===== src/rtl/sr_pkg.sv =====
package sr_pkg;

  // Life of one source operand, derived from its ready bit and countdown.
  typedef enum logic [1:0] {
    PH_IDLE    = 2'd0,  // waiting for a producer broadcast
    PH_SPEC    = 2'd1,  // ready, countdown still running (killable)
    PH_KILLED  = 2'd2,  // invalidated, countdown running toward the check
    PH_SETTLED = 2'd3   // ready and no longer exposed to a kill
  } opnd_phase_e;

  function automatic opnd_phase_e phase_of(input logic rdy, input logic counting);
    if (counting) return rdy ? PH_SPEC : PH_KILLED;
    return rdy ? PH_SETTLED : PH_IDLE;
  endfunction

  localparam int unsigned N_OPND = 2;

endpackage


===== src/rtl/sr_operand.sv =====
module sr_operand
  import sr_pkg::*;
#(
  parameter int unsigned TAG_W  = 6,
  parameter int unsigned LAT_W  = 3,
  parameter int unsigned N_SLOT = 4,
  localparam int unsigned SLOT_W = (N_SLOT > 1) ? $clog2(N_SLOT) : 1
) (
  input  logic              clk,
  input  logic              rst_n,
  input  logic              alloc_i,
  input  logic [TAG_W-1:0]  alloc_tag_i,
  input  logic              alloc_rdy_i,
  input  logic              wake_vld_i,
  input  logic [TAG_W-1:0]  wake_tag_i,
  input  logic [LAT_W-1:0]  wake_lat_i,
  input  logic [SLOT_W-1:0] wake_slot_i,
  input  logic              kill_i,
  input  logic [N_SLOT-1:0] cmpl_i,
  input  logic              poison_i,
  output logic              rdy_o,
  output logic              drop_o
);

  function automatic logic [LAT_W-1:0] timer_tick(input logic [LAT_W-1:0] t);
    return (t == '0) ? '0 : t - LAT_W'(1);
  endfunction

  function automatic logic producer_clean(input logic [N_SLOT-1:0] cmpl,
                                          input logic [SLOT_W-1:0] slot,
                                          input logic poison);
    return cmpl[slot] & ~poison;
  endfunction

  logic [TAG_W-1:0]  tag_q;
  logic              rdy_q;
  logic [LAT_W-1:0]  timer_q;
  logic [SLOT_W-1:0] slot_q;

  opnd_phase_e phase_w;
  logic        counting_w;
  logic        expire_w;
  logic        kill_hit_w;
  logic        clean_w;
  logic        rdy_after_kill_w;
  logic        reval_w;
  logic        rdy_after_check_w;
  logic        match_w;

  assign counting_w        = (timer_q != '0);
  assign phase_w           = phase_of(rdy_q, counting_w);
  assign expire_w          = (timer_q == LAT_W'(1));
  assign kill_hit_w        = kill_i && (phase_w == PH_SPEC);
  assign clean_w           = producer_clean(cmpl_i, slot_q, poison_i);
  assign rdy_after_kill_w  = rdy_q && !kill_hit_w;
  assign reval_w           = expire_w && !rdy_after_kill_w && clean_w;
  assign rdy_after_check_w = rdy_after_kill_w || reval_w;
  assign match_w           = wake_vld_i && (wake_tag_i == tag_q) && !rdy_after_check_w;

  always_ff @(posedge clk or negedge rst_n) begin
    if (!rst_n) begin
      tag_q   <= '0;
      rdy_q   <= 1'b0;
      timer_q <= '0;
      slot_q  <= '0;
    end else if (alloc_i) begin
      tag_q   <= alloc_tag_i;
      rdy_q   <= alloc_rdy_i;
      timer_q <= '0;
      slot_q  <= '0;
    end else begin
      rdy_q   <= rdy_after_check_w || match_w;
      timer_q <= match_w ? wake_lat_i : timer_tick(timer_q);
      if (match_w) slot_q <= wake_slot_i;
    end
  end

  assign rdy_o  = rdy_q;
  assign drop_o = kill_hit_w && !reval_w && !alloc_i;

  AST_MATCH_WAKES: assert property (@(posedge clk) disable iff (!rst_n)
    (match_w && !alloc_i) |=> (rdy_q && timer_q == $past(wake_lat_i)))
    else $error("wakeup match did not make operand ready");

  AST_KILL_CLEARS: assert property (@(posedge clk) disable iff (!rst_n)
    (kill_i && counting_w && !reval_w && !match_w && !alloc_i) |=> !rdy_q)
    else $error("kill left a counting operand ready");

  AST_TIMER_STEP: assert property (@(posedge clk) disable iff (!rst_n)
    (counting_w && !match_w && !alloc_i) |=> (timer_q == $past(timer_q) - LAT_W'(1)))
    else $error("countdown did not step by one");

  AST_REVAL_CLEAN: assert property (@(posedge clk) disable iff (!rst_n)
    (reval_w && !alloc_i) |=> rdy_q)
    else $error("clean expiry did not revalidate");

  AST_DIRTY_HOLDS: assert property (@(posedge clk) disable iff (!rst_n)
    (expire_w && (!rdy_q || kill_i) && !clean_w && !match_w && !alloc_i) |=> !rdy_q)
    else $error("unclean producer revalidated an operand");

endmodule


===== src/rtl/sr_issue_ctl.sv =====
module sr_issue_ctl (
  input  logic clk,
  input  logic rst_n,
  input  logic alloc_i,
  input  logic free_i,
  input  logic grant_i,
  input  logic both_rdy_i,
  input  logic drop_i,
  output logic req_o
);

  logic vld_q;
  logic iss_q;
  logic grant_take_w;

  assign req_o        = vld_q && !iss_q && both_rdy_i;
  assign grant_take_w = grant_i && req_o;

  always_ff @(posedge clk or negedge rst_n) begin
    if (!rst_n) begin
      vld_q <= 1'b0;
      iss_q <= 1'b0;
    end else if (alloc_i) begin
      vld_q <= 1'b1;
      iss_q <= 1'b0;
    end else begin
      if (free_i) vld_q <= 1'b0;
      if (drop_i) iss_q <= 1'b0;
      else if (grant_take_w) iss_q <= 1'b1;
    end
  end

  AST_GRANT_RETIRES: assert property (@(posedge clk) disable iff (!rst_n)
    (grant_take_w && !drop_i && !alloc_i) |=> !req_o)
    else $error("request stayed high after grant");

  AST_FREE_DROPS: assert property (@(posedge clk) disable iff (!rst_n)
    (free_i && !alloc_i) |=> !req_o)
    else $error("request survived free");

endmodule


===== src/rtl/sr_replay_entry.sv =====
module sr_replay_entry
  import sr_pkg::*;
#(
  parameter int unsigned TAG_W  = 6,
  parameter int unsigned LAT_W  = 3,
  parameter int unsigned N_SLOT = 4,
  localparam int unsigned SLOT_W = (N_SLOT > 1) ? $clog2(N_SLOT) : 1
) (
  input  logic                         clk,
  input  logic                         rst_n,
  input  logic                         alloc_i,
  input  logic [N_OPND-1:0][TAG_W-1:0] alloc_tag_i,
  input  logic [N_OPND-1:0]            alloc_rdy_i,
  input  logic                         free_i,
  input  logic                         wake_vld_i,
  input  logic [TAG_W-1:0]             wake_tag_i,
  input  logic [LAT_W-1:0]             wake_lat_i,
  input  logic [SLOT_W-1:0]            wake_slot_i,
  input  logic                         kill_i,
  input  logic [N_SLOT-1:0]            cmpl_i,
  input  logic [N_OPND-1:0]            poison_i,
  input  logic                         grant_i,
  output logic                         req_o,
  output logic [N_OPND-1:0]            opnd_rdy_o
);

  logic [N_OPND-1:0] rdy_w;
  logic [N_OPND-1:0] drop_w;
  logic              both_rdy_w;
  logic              any_drop_w;

  for (genvar g = 0; g < N_OPND; g++) begin : g_opnd
    sr_operand #(
      .TAG_W (TAG_W),
      .LAT_W (LAT_W),
      .N_SLOT(N_SLOT)
    ) u_opnd (
      .clk        (clk),
      .rst_n      (rst_n),
      .alloc_i    (alloc_i),
      .alloc_tag_i(alloc_tag_i[g]),
      .alloc_rdy_i(alloc_rdy_i[g]),
      .wake_vld_i (wake_vld_i),
      .wake_tag_i (wake_tag_i),
      .wake_lat_i (wake_lat_i),
      .wake_slot_i(wake_slot_i),
      .kill_i     (kill_i),
      .cmpl_i     (cmpl_i),
      .poison_i   (poison_i[g]),
      .rdy_o      (rdy_w[g]),
      .drop_o     (drop_w[g])
    );
  end

  assign both_rdy_w = &rdy_w;
  assign any_drop_w = |drop_w;

  sr_issue_ctl u_ctl (
    .clk       (clk),
    .rst_n     (rst_n),
    .alloc_i   (alloc_i),
    .free_i    (free_i),
    .grant_i   (grant_i),
    .both_rdy_i(both_rdy_w),
    .drop_i    (any_drop_w),
    .req_o     (req_o)
  );

  assign opnd_rdy_o = rdy_w;

  AST_REQ_NEEDS_OPNDS: assert property (@(posedge clk) disable iff (!rst_n)
    req_o |-> (&opnd_rdy_o))
    else $error("request raised with an operand not ready");

  AST_DROP_REARMS: assert property (@(posedge clk) disable iff (!rst_n)
    (any_drop_w && !alloc_i) |=> !req_o)
    else $error("request high right after an operand was dropped");

endmodule


===== config.mk =====
export PLATFORM = sky130hd
export DESIGN_NAME = sr_replay_entry
export DESIGN_NICKNAME = d
export VERILOG_FILES = /design/src/rtl/sr_pkg.sv /design/src/rtl/sr_operand.sv /design/src/rtl/sr_issue_ctl.sv /design/src/rtl/sr_replay_entry.sv
export SDC_FILE = /design/constraint.sdc
export NUM_CORES = 1
export LEC_CHECK = 0
export ABC_AREA = 0
export BUFFER_PORTS_ARGS = -buffer_cell sky130_fd_sc_hd__buf_2
export CORE_ASPECT_RATIO = 1.75
export CORE_MARGIN = 2
export CORE_UTILIZATION = 55
export DETAILED_ROUTE_END_ITERATION = 8
export GPL_ROUTABILITY_DRIVEN = 0
export MAX_ROUTING_LAYER = met4
export PLACE_DENSITY = 0.94
export SLEW_MARGIN = 0
export SYNTH_ARGS = -nofsm -noshare
export SYNTH_HDL_FRONTEND = slang
export SYNTH_SLANG_ARGS = --single-unit

===== constraint.sdc =====
create_clock -name clk -period 2.45 [get_ports clk]
set_input_delay 0.3675 -clock clk [delete_from_list [all_inputs] [get_ports clk]]
set_output_delay 0.3675 -clock clk [all_outputs]
set_load 0.005 [all_outputs]

======== Word-level counts from Yosys, hierarchy flattened ========
Index checks and enable logic that the tools add are counted.
cells by class
  add/sub/neg operators ................... 2
  order comparisons ....................... 2
  eq/ne operators ......................... 6
  muxes and demuxes ....................... 31
  bitwise logic cells ..................... 4
  reductions and logical operators ........ 43
operators by type and width
  kind                   count
  $mux W2                12
  $logic_and A1 B1 Y1    19
  $mux W3                6
  $eq A6 B6 Y1           2
  $mux W1                11
  $logic_not A1 Y1       10
  $reduce_bool A3 Y1     3
  $eq A3 B1 Y1 const B   2
  $logic_not A3 Y1       2
  $lt A2 B3 Y1 const B   2
  $reduce_bool A2 Y1     3
  $sub A3 B1 Y3 const B  2
  $bmux W1 S2            2
  $eq A2 B1 Y1 const B   2
  $logic_or A1 B1 Y1     4
  $and A1 B1 Y1          2
  $not A1 Y1             2
  $reduce_and A2 Y1      1
  $reduce_or A2 Y1       1
storage, ports and cells
  bits in registers ....................... 26
  output and inout bits ................... 3

======== Longest topological paths before layout ========
  depth in word-level cells ............... 16
  gate-level depth with buffers ........... 5
  depth with buffers taken out ............ 5

======== By module ========
From an unflattened synthesis, not the netlist that was laid out.
unflattened totals
  cell total of the unflattened synthesis .. 142
  area total of the unflattened synthesis .. 1,530.2 µm²
by module, submodules not included
  module           times used  cells an instance  area an instance (µm²)
  sr_operand       2           66                 715.7
  sr_issue_ctl     1           8                  86.3
  sr_replay_entry  1           2                  12.5

======== Worst setup path after synthesis ========
No wires, ideal clock.
  kind .................................... register to register
  start ................................... reg g_opnd[1].u_opnd.tag_q[2]
  end ..................................... reg g_opnd[1].u_opnd.timer_q[2]
  setup time .............................. 0.136 ns
  data arrival time ....................... 1.338 ns
  required time ........................... 2.314 ns
  setup slack ............................. 0.975 ns
  cell stages (with the launch flop) ...... 5
  buffers on the path ..................... 0
  clock period less this slack ............ 1.475 ns
  cells stage by stage .................... dfrtp_1 > xor2_1 > or4_4 > o221ai_1 > a21oi_1
between the ends
  word-level cells in the longest chain between the ends .. 5
RTL lines
  item                               line              RTL
  start, declared                    sr_operand.sv:35  logic [TAG_W-1:0] tag_q;
  start signal, assigned             sr_operand.sv:67  tag_q <= alloc_tag_i;
  $eq A6 B6 Y1                       sr_operand.sv:58  assign match_w = wake_vld_i && (wake_tag_i == tag_q) && !rdy_after_check_w;
  $logic_and A1 B1 Y1 (2 in series)  sr_operand.sv:58
  $mux W3                            sr_operand.sv:73  timer_q <= match_w ? wake_lat_i : timer_tick(timer_q);
  $mux W3                            sr_operand.sv:66  end else if (alloc_i) begin
  end signal, assigned               sr_operand.sv:73
  end, declared                      sr_operand.sv:37  logic [LAT_W-1:0] timer_q;
Every way passes these cells.
A chain may end at the register's enable or synchronous reset.

======== Worst setup path after layout ========
  start ................................... reg g_opnd[1].u_opnd.tag_q[3]
  end ..................................... reg g_opnd[1].u_opnd.timer_q[2]
The elaborated chain is that of the path after synthesis.

==> flow_metrics.py <==
metrics = {
    "floorplanning": {
        "die_width_um": 43.2,
        "dieArea_um2": 3130,
        "placementRows": 24,
        "pin_count": 41,
        "die_h_um": 72.5,
        "start_util_pct": 58.5,
        "coreArea_um2": 2520,
    },
    "critical_path": {
        "max_stage_delay_ns": 0.48,
        "timing.rr.end": "g_opnd[1].u_opnd.timer_q[2]",
        "startpoint_type": "flop",
        "reg2reg_setup_slack_ns": 0.80,
        "cpMaxStageDelayCell": "or4_4",
        "crit_chain": "xnor2_1, nand4_1, or4_4, o221ai_1, a21oi_1",
        "critPathCapture": "g_opnd[1].u_opnd.timer_q[2]",
        "worstPathArrival_ns": 1.79,
        "r2r_start": "g_opnd[1].u_opnd.tag_q[3]",
        "worstPathRequired_ns": 2.59,
        "rr_worst_depth": 5,
        "worstSetupStartpoint": "g_opnd[1].u_opnd.tag_q[3]",
        "cp-end-kind": "flop",
        "critical_path_class": "flop to flop",
        "worstPathMaxFanout": 5,
    },
    "sta": {
        "finalCritPeriodShare_pct": 67.5,
        "slew_headroom_pct": 61.7,
        "hold_viol": 0,
        "setup_tns_ns": 0,
        "min_period_ns": 1.65,
        "final_max_slew_viol_count": 0,
        "rsz0062_at_grt": "no",
        "skew_ns": 0.00129,
        "worst_pin_slew_ns": 0.575,
        "max_freq_mhz": 605,
        "setup_viol": 0,
    },
    "clock_tree": {
        "cts_tree": "yes",
        "path_clk_slew_ns": 0.09,
        "cts.sinks": 26,
        "clockRootBuffer": "clkbuf_8",
        "clk_latency_ns": 0.28,
        "hold_buffers": 0,
        "postCtsSetupBuffers": 0,
        "post_cts_resize_count": 0,
        "cts_buffers": 3,
        "htree_levels": 1,
        "clk_path_buf_depth": 2,
    },
    "placement": {
        "port_buffers": 40,
        "placed_area_um2": 1660,
        "dp_hpwl_um": 2510,
    },
    "finish": {
        "final_area_um2": 1710,
        "synthToLayoutAreaGrowth_pct": 15.9,
        "final_common_cell": "buf_2",
        "n_fill_cell": 200,
        "multi_input_area_um2": 749,
        "fin_nets": 211,
        "layout.area.seq_um2": 651,
        "layout_common_cells": "40 x buf_2, 26 x dfrtp_1, 12 x mux2_1",
        "antennaDiodeCount": 0,
        "drive_gt1_share_pct": 33.1,
    },
    "hold_path": {
        "hold_class": "input pin to async pin",
    },
    "global_route": {
        "grt_first_pass_wirelength_um": 5340,
        "gr-total-overflow": 0,
        "grt_pass1_vias": 1212,
        "antenna_found_initial": 0,
        "grt_max_degree": 30,
        "grt_use_total_pct": 23.8,
    },
    "routing": {
        "drt-total-wl_um": 3230,
        "drt_iter0_drc": 21,
        "via_per_inst": 5.99,
        "wl_per_cell_um": 16.3,
        "vias": 1186,
        "dr.pass1.iters": 4,
        "drcViolationCount": 0,
        "drtAntennaViolNets": 0,
    },
    "power": {
        "p_clk_share_pct": 31.0,
        "p_per_area_nw_per_um2": 532,
        "sequentialPowerShare_pct": 52.3,
        "p_leak_nw": 0.734,
        "internal_power_mw": 0.672,
        "worst_ir_drop_vdd_uv": 502,
        "combPwrFrac_pct": 16.7,
        "swShare_pct": 26.2,
        "p_switching_mw": 0.238,
    },
    "synthesis": {
        "syn_nets": 173,
        "ys_seq_elements": 26,
        "synth_cells": 135,
        "synth_edf_count": 0,
        "ys.flop_type": "dfrtp_1",
        "synth_compound_area_share_pct": 16.3,
        "synth_fa_ha_area_share_pct": 0,
        "synth.distinct_cells": 36,
        "synth_simple_gate_area_share_pct": 14.5,
        "synthXorXnorAreaFrac_pct": 7.12,
        "ys_seq_area_share_pct": 44.1,
        "syn_area_um2": 1480,
        "yosysWarnings": 0,
        "synth_top_family_by_area": "compound AO/OA/AOI/OAI gates",
        "syn_area_per_cell_um2": 10.9,
        "synthMuxAreaShare_pct": 12.9,
        "ys_async_sr_fraction_pct": 100,
    },
    "flow_run": {
        "max-cap-violations": 0,
    },
    "outcome": {
        "status": "finished clean",
    },
}
[kinds of logic (layout without fill, tap and decap cells)]
kind of cell              count (synthesis)  in the layout
buffers and inverters                    13             50
AOI/OAI and AO/OA                        30             30
xor gates and xnor gates                 12             12
and+or+nand+nor                          37             37
muxes                                    17             17
DFF                                      26             26
[registers in the layout (all words and copies together) (netlist names)]
signal	flops
u_ctl.iss_q	1
g_opnd.u_opnd.tag_q	12
g_opnd.u_opnd.timer_q	6
g_opnd.u_opnd.slot_q	4
u_ctl.vld_q	1
g_opnd.u_opnd.rdy_o	2
[how the worst min path moves through the flow]
stage	start	end	slack [ns]	depth (start not counted)
after floorplan	rst_n	g_opnd[0].u_opnd.rdy_o	0.07	0
after global placement	rst_n	g_opnd[1].u_opnd.tag_q[4]	0.38	1
after detailed placement	rst_n	g_opnd[1].u_opnd.tag_q[3]	0.40	1
after CTS	rst_n	g_opnd[1].u_opnd.slot_q[1]	0.1	1
after global routing	rst_n	g_opnd[1].u_opnd.slot_q[1]	0.13	1
final	rst_n	g_opnd[0].u_opnd.tag_q[5]	0.07	1
[worst max-delay path, delay by kind of cell, from the launching register on]
family           cells  cell delay (ns)
AND/OR/NAND/NOR      2             0.64
flip-flops           1             0.40
AO/OA/AOI/OAI        2             0.28
XOR/XNOR             1             0.20
[per-layer routing]
| layer | vias to the layer above | GRT usage (%) | part of all wire (%) |
|---|---|---|---|
| met5 | - | - | 0 |
| met4 | 0 | 10.1 | 2.2 |
| met3 | 5 | 1.99 | 5.2 |
| met2 | 47 | 44.3 | 56 |
| met1 | 564 | 24.7 | 36 |
| li1 | 570 | - | - |
[metrics by stage]
step	total power [mW]	hold WS (ns)	util, %	setup WS, ns	instances
after CTS	0.917	0.0964	67.8	0.781	198
after detailed placement	0.638	0.400	65.6	0.719	194
after floorplan	0.574	0.0719	-	0.975	135
final	0.911	0.0717	67.8	0.796	198
after global routing	0.948	0.127	67.8	0.610	198
after global placement	0.627	0.382	65.6	0.765	194
[synth_stat cells (all sizes together), types with 4 or more instances]
| cell type | instances | area share, % |
|---|---|---|
| dfrtp | 26 | 44 |
| mux2 | 13 | 10 |
| a21oi | 8 | 2.7 |
| nand2 | 8 | 2.2 |
| xnor2 | 8 | 4.7 |
| nand3 | 7 | 2.4 |
| inv | 6 | 1.5 |
| nor3 | 6 | 2.8 |
| o21ai | 6 | 2.0 |
| buf | 5 | 3.1 |
| nor2 | 5 | 1.3 |
| mux2i | 4 | 2.7 |
| xor2 | 4 | 2.4 |
[layout make-up]
class | instances | share of cell area, %
clock buffer | 4 | 3.22
inverter | 6 | 1.32
multi-input combinational | 96 | 43.8
sequential | 26 | 38.0
tap | 26 | 1.90
timing repair buffer | 40 | 11.7
[power by group through the flow]
stage	clock, mW	combinational, mW	sequential (mW)
2_1_floorplan	0	0.0963	0.478
3_3_place_gp	0	0.144	0.483
3_5_place_dp	0	0.153	0.486
4_1_cts	0.287	0.153	0.477
5_1_grt	0.300	0.167	0.480
6_report	0.282	0.152	0.476
(Power assumes the default switching activity.)
